[src/rtl/i2cs_pkg.sv]
package i2cs_pkg;
  typedef enum logic [2:0] {
    ST_IDLE,
    ST_RECV,
    ST_HOLD8,
    ST_ACK,
    ST_HOLD9,
    ST_SKIP
  } rx_state_t;
endpackage

[src/rtl/i2cs_line_sync.sv]
module i2cs_line_sync #(
  parameter int WIDTH  = 2,
  parameter int STAGES = 2
) (
  input  logic             clk,
  input  logic             rst,
  input  logic [WIDTH-1:0] din,
  output logic [WIDTH-1:0] cur,
  output logic [WIDTH-1:0] prev
);
  logic [STAGES-1:0][WIDTH-1:0] stg;

  // Idle bus lines are high, so the chain resets to ones (no false edge).
  always_ff @(posedge clk) begin
    if (rst) begin
      stg  <= '1;
      prev <= '1;
    end else begin
      stg[0] <= din;
      for (int i = 1; i < STAGES; i++) stg[i] <= stg[i-1];
      prev <= stg[STAGES-1];
    end
  end

  assign cur = stg[STAGES-1];
endmodule

[src/rtl/i2cs_rx_fsm.sv]
module i2cs_rx_fsm
  import i2cs_pkg::*;
#(
  parameter int DATA_W = 8
) (
  input  logic              clk,
  input  logic              rst,
  input  logic              scl_rise,
  input  logic              scl_fall,
  input  logic              sda_s,
  input  logic              start_ev,
  input  logic              stop_ev,
  input  logic [DATA_W-2:0] own_addr,
  input  logic              accept,
  input  logic              addr_hold_en,
  input  logic              data_hold_en,
  input  logic              stretch_en,
  input  logic              ack_value,
  input  logic              release_i,
  output logic              scl_low,
  output logic              sda_low,
  output logic              ev_byte,
  output logic              ev_hold8,
  output logic              ev_ack9,
  output logic              ev_acked,
  output logic              ev_addr,
  output logic              addr_rw,
  output logic [DATA_W-1:0] byte_val
);
  localparam int CNT_W = $clog2(DATA_W + 1);
  localparam logic [CNT_W-1:0] LAST_BIT = CNT_W'(DATA_W);

  rx_state_t          state;
  logic [CNT_W-1:0]   cnt;
  logic [DATA_W-1:0]  shreg;
  logic               is_addr;
  logic               nack_q;

  logic bus_quiet, byte_end, addr_match, take, hold_sel, ack_end;

  assign bus_quiet  = !start_ev && !stop_ev;
  assign byte_end   = (state == ST_RECV) && scl_fall && (cnt == LAST_BIT) && bus_quiet;
  assign addr_match = (shreg[DATA_W-1:1] == own_addr);
  assign take       = byte_end && (!is_addr || (addr_match && !shreg[0]));
  assign hold_sel   = is_addr ? addr_hold_en : data_hold_en;
  assign ack_end    = (state == ST_ACK) && scl_fall && bus_quiet;

  assign ev_byte  = take;
  assign ev_hold8 = take && hold_sel;
  assign ev_ack9  = ack_end;
  assign ev_acked = ack_end && !nack_q;
  assign ev_addr  = byte_end && is_addr && addr_match;
  assign addr_rw  = shreg[0];
  assign byte_val = shreg;

  always_ff @(posedge clk) begin
    if (rst) begin
      state   <= ST_IDLE;
      cnt     <= '0;
      shreg   <= '0;
      is_addr <= 1'b0;
      nack_q  <= 1'b0;
      scl_low <= 1'b0;
      sda_low <= 1'b0;
    end else if (start_ev) begin
      state   <= ST_RECV;
      cnt     <= '0;
      is_addr <= 1'b1;
      scl_low <= 1'b0;
      sda_low <= 1'b0;
    end else if (stop_ev) begin
      state   <= ST_IDLE;
      scl_low <= 1'b0;
      sda_low <= 1'b0;
    end else begin
      case (state)
        ST_RECV: begin
          if (scl_rise && cnt != LAST_BIT) begin
            shreg <= {shreg[DATA_W-2:0], sda_s};
            cnt   <= cnt + 1'b1;
          end else if (byte_end) begin
            if (!take) begin
              state <= ST_SKIP;
            end else if (hold_sel) begin
              state   <= ST_HOLD8;
              scl_low <= 1'b1;
              nack_q  <= !accept;
            end else begin
              state   <= ST_ACK;
              nack_q  <= !accept;
              sda_low <= accept;
            end
          end
        end
        ST_HOLD8: begin
          if (release_i) begin
            state   <= ST_ACK;
            scl_low <= 1'b0;
            nack_q  <= nack_q | ack_value;
            sda_low <= !(nack_q | ack_value);
          end
        end
        ST_ACK: begin
          if (ack_end) begin
            sda_low <= 1'b0;
            if (!nack_q) begin
              cnt     <= '0;
              is_addr <= 1'b0;
              if (stretch_en) begin
                state   <= ST_HOLD9;
                scl_low <= 1'b1;
              end else begin
                state <= ST_RECV;
              end
            end else begin
              state <= ST_SKIP;
            end
          end
        end
        ST_HOLD9: begin
          if (release_i) begin
            state   <= ST_RECV;
            scl_low <= 1'b0;
          end
        end
        default: ;
      endcase
    end
  end
endmodule

[src/rtl/i2cs_rx_status.sv]
module i2cs_rx_status #(
  parameter int DATA_W = 8
) (
  input  logic              clk,
  input  logic              rst,
  input  logic              start_ev,
  input  logic              stop_ev,
  input  logic              start_irq_en,
  input  logic              stop_irq_en,
  input  logic              ev_byte,
  input  logic [DATA_W-1:0] byte_val,
  input  logic              ev_hold8,
  input  logic              ev_ack9,
  input  logic              ev_acked,
  input  logic              ev_addr,
  input  logic              addr_rw,
  input  logic              rd_buf,
  input  logic              clr_irq,
  input  logic              clr_ovf,
  output logic              accept,
  output logic [DATA_W-1:0] rx_byte,
  output logic              buf_full,
  output logic              ovf,
  output logic              start_seen,
  output logic              stop_seen,
  output logic              ack_time,
  output logic              rw_flag,
  output logic              irq
);
  logic irq_set;

  // A read in the same cycle frees the slot for the incoming byte.
  assign accept  = !ovf && (!buf_full || rd_buf);
  assign irq_set = (start_ev && start_irq_en) || (stop_ev && stop_irq_en)
                 || ev_hold8 || ev_acked;

  always_ff @(posedge clk) begin
    if (rst) begin
      rx_byte    <= '0;
      buf_full   <= 1'b0;
      ovf        <= 1'b0;
      start_seen <= 1'b0;
      stop_seen  <= 1'b0;
      ack_time   <= 1'b0;
      rw_flag    <= 1'b0;
      irq        <= 1'b0;
    end else begin
      if (ev_byte && accept) begin
        rx_byte  <= byte_val;
        buf_full <= 1'b1;
      end else if (rd_buf) begin
        buf_full <= 1'b0;
      end

      if (ev_byte && !accept) ovf <= 1'b1;
      else if (clr_ovf)       ovf <= 1'b0;

      if (start_ev) begin
        start_seen <= 1'b1;
        stop_seen  <= 1'b0;
      end else if (stop_ev) begin
        start_seen <= 1'b0;
        stop_seen  <= 1'b1;
      end

      if (start_ev || stop_ev || ev_ack9) ack_time <= 1'b0;
      else if (ev_byte)                   ack_time <= 1'b1;

      if (ev_addr) rw_flag <= addr_rw;

      if (irq_set)      irq <= 1'b1;
      else if (clr_irq) irq <= 1'b0;
    end
  end
endmodule

[src/rtl/i2cs_rx_hold.sv]
module i2cs_rx_hold #(
  parameter int DATA_W      = 8,
  parameter int SYNC_STAGES = 2
) (
  input  logic              clk,
  input  logic              rst,
  input  logic              scl_i,
  input  logic              sda_i,
  output logic              scl_drive_low,
  output logic              sda_drive_low,
  input  logic [DATA_W-2:0] own_addr,
  input  logic              stretch_en,
  input  logic              addr_hold_en,
  input  logic              data_hold_en,
  input  logic              start_irq_en,
  input  logic              stop_irq_en,
  input  logic              ack_value,
  input  logic              clk_release,
  input  logic              rd_buf,
  input  logic              clr_irq,
  input  logic              clr_ovf,
  output logic [DATA_W-1:0] rx_byte,
  output logic              buf_full,
  output logic              ovf,
  output logic              start_seen,
  output logic              stop_seen,
  output logic              ack_time,
  output logic              rw_flag,
  output logic              irq
);
  localparam int LINES = 2;

  logic [LINES-1:0] ln_cur, ln_prev;
  logic scl_s, sda_s, scl_p, sda_p;
  logic scl_rise, scl_fall, start_ev, stop_ev;
  logic accept, ev_byte, ev_hold8, ev_ack9, ev_acked, ev_addr, addr_rw;
  logic [DATA_W-1:0] byte_val;

  i2cs_line_sync #(.WIDTH(LINES), .STAGES(SYNC_STAGES)) sync_i (
    .clk  (clk),
    .rst  (rst),
    .din  ({sda_i, scl_i}),
    .cur  (ln_cur),
    .prev (ln_prev)
  );

  assign scl_s    = ln_cur[0];
  assign sda_s    = ln_cur[1];
  assign scl_p    = ln_prev[0];
  assign sda_p    = ln_prev[1];
  assign scl_rise = scl_s && !scl_p;
  assign scl_fall = !scl_s && scl_p;
  assign start_ev = scl_s && scl_p && sda_p && !sda_s;
  assign stop_ev  = scl_s && scl_p && !sda_p && sda_s;

  i2cs_rx_fsm #(.DATA_W(DATA_W)) fsm_i (
    .clk          (clk),
    .rst          (rst),
    .scl_rise     (scl_rise),
    .scl_fall     (scl_fall),
    .sda_s        (sda_s),
    .start_ev     (start_ev),
    .stop_ev      (stop_ev),
    .own_addr     (own_addr),
    .accept       (accept),
    .addr_hold_en (addr_hold_en),
    .data_hold_en (data_hold_en),
    .stretch_en   (stretch_en),
    .ack_value    (ack_value),
    .release_i    (clk_release),
    .scl_low      (scl_drive_low),
    .sda_low      (sda_drive_low),
    .ev_byte      (ev_byte),
    .ev_hold8     (ev_hold8),
    .ev_ack9      (ev_ack9),
    .ev_acked     (ev_acked),
    .ev_addr      (ev_addr),
    .addr_rw      (addr_rw),
    .byte_val     (byte_val)
  );

  i2cs_rx_status #(.DATA_W(DATA_W)) stat_i (
    .clk          (clk),
    .rst          (rst),
    .start_ev     (start_ev),
    .stop_ev      (stop_ev),
    .start_irq_en (start_irq_en),
    .stop_irq_en  (stop_irq_en),
    .ev_byte      (ev_byte),
    .byte_val     (byte_val),
    .ev_hold8     (ev_hold8),
    .ev_ack9      (ev_ack9),
    .ev_acked     (ev_acked),
    .ev_addr      (ev_addr),
    .addr_rw      (addr_rw),
    .rd_buf       (rd_buf),
    .clr_irq      (clr_irq),
    .clr_ovf      (clr_ovf),
    .accept       (accept),
    .rx_byte      (rx_byte),
    .buf_full     (buf_full),
    .ovf          (ovf),
    .start_seen   (start_seen),
    .stop_seen    (stop_seen),
    .ack_time     (ack_time),
    .rw_flag      (rw_flag),
    .irq          (irq)
  );
endmodule

[config.mk]
export PLATFORM = sky130hd
export DESIGN_NAME = i2cs_rx_hold
export DESIGN_NICKNAME = d
export VERILOG_FILES = /design/src/rtl/i2cs_pkg.sv /design/src/rtl/i2cs_line_sync.sv /design/src/rtl/i2cs_rx_fsm.sv /design/src/rtl/i2cs_rx_status.sv /design/src/rtl/i2cs_rx_hold.sv
export SDC_FILE = /design/constraint.sdc
export NUM_CORES = 1
export LEC_CHECK = 0
export BUFFER_PORTS_ARGS = -buffer_cell sky130_fd_sc_hd__buf_2
export CORE_MARGIN = 2
export CORE_UTILIZATION = 40
export DETAILED_ROUTE_END_ITERATION = 8
export GPL_ROUTABILITY_DRIVEN = 0
export GPL_TIMING_DRIVEN = 0
export REMOVE_ABC_BUFFERS = 1
export SYNTH_ARGS = -nofsm -noshare
export SYNTH_HDL_FRONTEND = slang
export SYNTH_SLANG_ARGS = --single-unit
export TNS_END_PERCENT = 1
[constraint.sdc]
create_clock -name clk -period 2.05 [get_ports clk]
set_input_delay 0.1025 -clock clk [delete_from_list [all_inputs] [get_ports clk]]
set_output_delay 0.1025 -clock clk [all_outputs]
set_load 0.02 [all_outputs]
After elaboration in Yosys (flattened, before gate mapping)
Index checks and enable logic that the tools add are counted.

word-level totals
  register bits = 40
  bits of input ports = 21
  output and inout port bits = 17

operators by class
  add/sub/neg operators = 1
  equal/unequal tests = 26
  multiplexer cells = 51
  bitwise operators = 3
  reduce and logical (&&, ||, !) cells = 69

operator list
  operator              number
  $mux W1               35
  $logic_and A1 B1 Y1   25
  $mux W3               8
  $reduce_bool A2 Y1    8
  $ne A2 B1 Y1 const B  7
  $ne A2 B2 Y1 const B  7
  $reduce_and A7 Y1     2
  $logic_not A1 Y1      13
  $mux W4               3
  $ne A4 B2 Y1 const B  3
  $pmux W3 S4           1
  $reduce_and A6 Y1     2
  $reduce_and A9 Y1     1
  $ne A4 B1 Y1 const B  2
  $pmux W4 S2           1
  $reduce_and A4 Y1     2
  $eq A7 B7 Y1          1
  $logic_or A1 B1 Y1    7
  $eq A3 B2 Y1 const B  2
  $pmux W1 S3           2
  $reduce_bool A3 Y1    2
  $reduce_bool A6 Y1    1
  $reduce_or A2 Y1      3
  $reduce_and A5 Y1     1
  other kinds (10)      11

Longest topological paths before layout
  depth in word-level cells = 13
  gate-level depth with buffers = 9
  depth with buffers taken out = 7

By module
From an unflattened synthesis, not the netlist that was laid out.

unflattened totals
  cells, all modules = 233
  area, all modules = 2075.7 um^2

modules (own cells, without submodules)
  module          instances  cells an instance  area an instance (um^2)  sequential area each (um^2)
  i2cs_rx_fsm     1          153                1241.2                   380.4
  i2cs_rx_status  1          62                 629.4                    300.3
  i2cs_line_sync  1          14                 172.7                    120.1
  i2cs_rx_hold    1          4                  32.5                     0.0

Least setup slack after synthesis
Ideal clock, no wire load.

  path type = reg2reg
  start = register fsm_i.cnt[0]
  end = register fsm_i.shreg[0], in the netlist fsm_i.byte_val[0]
  arrival = 1.611 ns
  slack = 0.312 ns
  stages on the path, launching flop included = 10
  path buffers = 2
  period minus slack after synthesis = 1.738 ns
  cells stage by stage = dfxtp_1 > inv_1 > ha_1 > and3b_1 > buf_2 > nor3_2 > and2_1 > buf_6 > mux2i_1 > nor2_1

on the way
  longest elaborated chain between the ends = 3

ends and longest elaborated chain
  item                         line               text
  from (decl)                  i2cs_rx_fsm.sv:34  logic [CNT_W-1:0] cnt;
  from (signal assigned)       i2cs_rx_fsm.sv:80  cnt <= cnt + 1'b1;
  $ne A4 B4 Y1                 i2cs_rx_fsm.sv:78  if (scl_rise && cnt != LAST_BIT) begin
  $logic_and A1 B1 Y1          i2cs_rx_fsm.sv:78
  $reduce_and A4 Y1 (no line)  n/a
  to (signal assigned)         i2cs_rx_fsm.sv:79  shreg <= {shreg[DATA_W-2:0], sda_s};
  to (decl)                    i2cs_rx_fsm.sv:35  logic [DATA_W-1:0] shreg;

No other way between the ends.
A chain may end at the register's enable or synchronous reset.

Final worst setup path
  start = register fsm_i.cnt[0]
  end = register fsm_i.nack_q

on the way
  longest elaborated chain between the ends = 6

ends and longest elaborated chain
  item                               line               text
  $eq A4 B4 Y1                       i2cs_rx_fsm.sv:42  assign byte_end = (state == ST_RECV) && scl_fall && (cnt == LAST_BIT) && bus_quiet;
  $logic_and A1 B1 Y1 (2 in series)  i2cs_rx_fsm.sv:42
  $logic_and A1 B1 Y1                i2cs_rx_fsm.sv:44  assign take = byte_end && (!is_addr || (addr_match && !shreg[0]));
  $ne A2 B1 Y1 (no line)             n/a
  $reduce_and A7 Y1 (no line) (*)    n/a
  to (signal assigned)               i2cs_rx_fsm.sv:87  nack_q <= !accept;
  to (signal assigned)               i2cs_rx_fsm.sv:90  nack_q <= !accept;
  to (signal assigned)               i2cs_rx_fsm.sv:99  nack_q <= nack_q | ack_value;
  to (decl)                          i2cs_rx_fsm.sv:37  logic nack_q;

Every way passes the cells marked *; elsewhere a longest branch is shown, timed or not.

==> impl_metrics.py <==
metrics = {
    "outcome": {
        "status": "complete, no violations",
    },
    "clock_tree": {
        "worst_skew_pair.late_latency_ps": 300,
        "cts_buffers": 5,
        "post-cts-setup-buffer-count": 0,
        "clock_sink_count": 40,
        "cts_tree": "built",
        "ctsHtreeMaxLevel": 2,
        "clockRootBuffer": "clkbuf_8",
        "cts_buffer_depth": 2,
        "clk_pin_slew_ps": 90,
    },
    "layout": {
        "drive_gt1_frac": 0.2461,
        "syn_to_final_growth_pct": 16.60,
        "final_cell_mix": "dfxtp_1 (38), buf_2 (37), a21oi_1 (17)",
        "final_util": 0.4897,
        "fin_nets": 278,
        "finalNonFillerCells": 323,
        "finalInstanceArea_um2": 2328,
        "layout_commonest_cell": "dfxtp_1",
        "diodes": 0,
    },
    "worst_setup_path": {
        "cp_max_fo": 14,
        "r2r_start": "fsm_i.cnt[0]",
        "critical_path_class": "flop to flop",
        "crit_start": "fsm_i.cnt[0]",
        "max_stage_delay_ps": 350,
        "required_ps": 2220,
        "worstPathArrival_ps": 2080,
        "crit_slowest_cell": "and3b_1",
        "endpoint_kind": "flop",
        "path_cells": "inv_1 -> ha_1 -> and3b_1 -> nand3_4 -> o31a_1 -> and4b_1 -> nor3_1",
        "start_kind": "flop",
    },
    "synth": {
        "synth_top_area_cell": "dfxtp_1",
        "synth_top_cell_area_share": 0.4010,
        "synth_ff_type": "dfxtp_1",
        "yosysSeqAreaShare": 0.4010,
        "synth_area_um2": 1997,
        "synth_cell_types": 50,
        "synth-seq-cells": 40,
        "synth-edff-count": 0,
        "synth.area.top_cells": "dfxtp_1 (40%), mux2i_1 (5.5%), a21oi_1 (4.3%), nand4_1 (3.1%), xnor2_1 (3.1%)",
        "async_flop_share": 0,
        "synthesis.instances": 225,
        "syn_avg_cell_area_um2": 8.875,
        "yosysWarningCount": 0,
    },
    "sta": {
        "max_slew_margin": 0.5163,
        "period_share": 0.9317,
        "grt_setup_unrepaired": "yes",
        "max_freq_ghz": 0.5236,
        "setup-violations-final": 0,
        "hold_ws_ps": 46.99,
        "period_needed_ps": 1910,
        "final_hold_viol_count": 0,
        "worst_pin_slew_ps": 724.0,
        "skew_ps": 10.22,
        "drv_slew": 0,
        "final.setup.worst_slack_ps": 140.1,
    },
    "global_routing": {
        "grt.total_usage": 0.1794,
        "antenna_found_initial": 0,
        "grt_max_degree": 35,
        "grt_pass1_vias": 1682,
        "grt-ovfl-total": 0,
        "grt_pass1_wl_mm": 7.714,
    },
    "detailed_routing": {
        "route.detailed.drc": 0,
        "drt_iter0_drc": 127,
        "vias": 1745,
        "dr.pass1.iters": 4,
        "final_antenna_net_count": 0,
        "via_per_inst": 5.402,
        "wl_per_cell_um": 13.97,
        "routed_wl_mm": 4.513,
    },
    "die": {
        "fp.dieW_um": 74.66,
        "dieArea_um2": 5573,
        "start_util": 0.4200,
        "fp-row-count": 25,
        "die_y_um": 74.66,
        "coreArea_um2": 4755,
        "num_io_pins": 38,
    },
    "place": {
        "placedCellCount": 313,
        "port_buffers": 37,
        "postPlaceCellArea_um2": 2183,
        "hpwlAfterDp_mm": 3.159,
        "place_ws_ps": -458.1,
    },
    "min_path": {
        "hold_start": "clr_ovf",
        "hold_class": "input port to flop",
    },
    "power": {
        "p_per_area_nw_per_um2": 622.5,
        "irDropWorstVdd_mv": 0.3262,
        "leakage_nw": 0.8664,
    },
    "job": {
        "cap_violations": 0,
    },
}
==> registers in the layout, indices dropped and copies added, names as in the netlist, 2 cells and up <==
signal	cells
sync_i.prev	2
fsm_i.state	3
stat_i.rx_byte	8
fsm_i.cnt	4
fsm_i.byte_val	8
sync_i.stg	2
sync_i.cur	2
==> stage by stage <==
| stage | power (mW) | setup TNS [ps] |
|---|---|---|
| finish | 1.450 | 0 |
| global route | 1.517 | -91.20 |
| CTS | 1.464 | -30.83 |
| detailed placement | 0.9235 | -4558 |
| global placement | 0.9234 | -4560 |
| floorplan | 0.8754 | 0 |
==> logic make-up (layout without fill, tap and decap cells) <==
kind of cell,after synthesis,count (layout),synth area share
xor+xnor,11,11,0.04824
mux,11,11,0.05514
flops,40,40,0.4010
compound gates,52,52,0.1711
buf+inv,22,53,0.05263
fa+ha+maj,2,2,0.01253
simple gates,87,87,0.2594
==> worst paths after layout <==
path	endpoint	slack, ps	cells after the start
max	fsm_i.nack_q	140	7
min	stat_i.ovf	50	3
max reg2reg	fsm_i.nack_q	140	7
min reg2reg	sync_i.cur[0]	410	1
==> repair_timing <==
| item | 4_1_cts | 5_1_grt |
|---|---|---|
| gates resized for setup | 5 | 5 |
| hold buffers | 2 | 0 |
| hold endpoints to repair | 2 | 0 |
| pin swaps | 0 | 1 |
| endpoints found under the setup margin | 24 | 27 |
==> critical path, delay by kind of cell (launching register included) <==
family	cells	cell delay [ps]
and+or+nand+nor	4	870
DFF	1	330
AOI/OAI and AO/OA	1	330
adders and majority gates	1	160
buffers and inverters	1	80
==> power breakdown <==
part / internal, mW / switching [mW] / leakage, nW
combinational: 0.0488 / 0.0605 / 0.501
sequential: 0.788 / 0.0132 / 0.325
clock: 0.241 / 0.298 / 0.0404
total: 1.08 / 0.372 / 0.866
==> area by class of cell <==
cell class / count / area (µm²)
Tap cell: 67 / 83.83
Timing Repair Buffer: 39 / 205.2
Fill cell: 484 / 2426
Inverter: 6 / 22.52
Clock inverter: 3 / 23.77
Sequential cell: 40 / 803.3
Clock buffer: 5 / 68.82
Multi-Input combinational cell: 163 / 1121
==> cell usage after synthesis (3+ instances only) <==
library cell / n
o211ai_1: 5
nand2b_1: 6
a21oi_1: 17
inv_1: 6
nand2_1: 9
nor2_1: 16
nand3_1: 5
buf_2: 6
nor3_1: 10
and4b_1: 3
dfxtp_1: 40
nand4_1: 10
xor2_1: 4
o31ai_1: 8
nor2b_1: 3
xnor2_1: 7
mux2i_1: 11
o21ai_0: 6
or2_2: 7
clkbuf_1: 7
nand3b_1: 3
==> routing by layer <==
| layer | vias to the layer above | part of all wire | track usage |
|---|---|---|---|
| li1 | 880 | - | - |
| met1 | 803 | 0.48 | 0.2376 |
| met2 | 52 | 0.45 | 0.2852 |
| met3 | 10 | 0.058 | 0.03882 |
| met4 | 0 | 0.016 | 0.07341 |
| met5 | - | 0 | 0 |
Note: power is estimated with default switching activity, not from simulation.
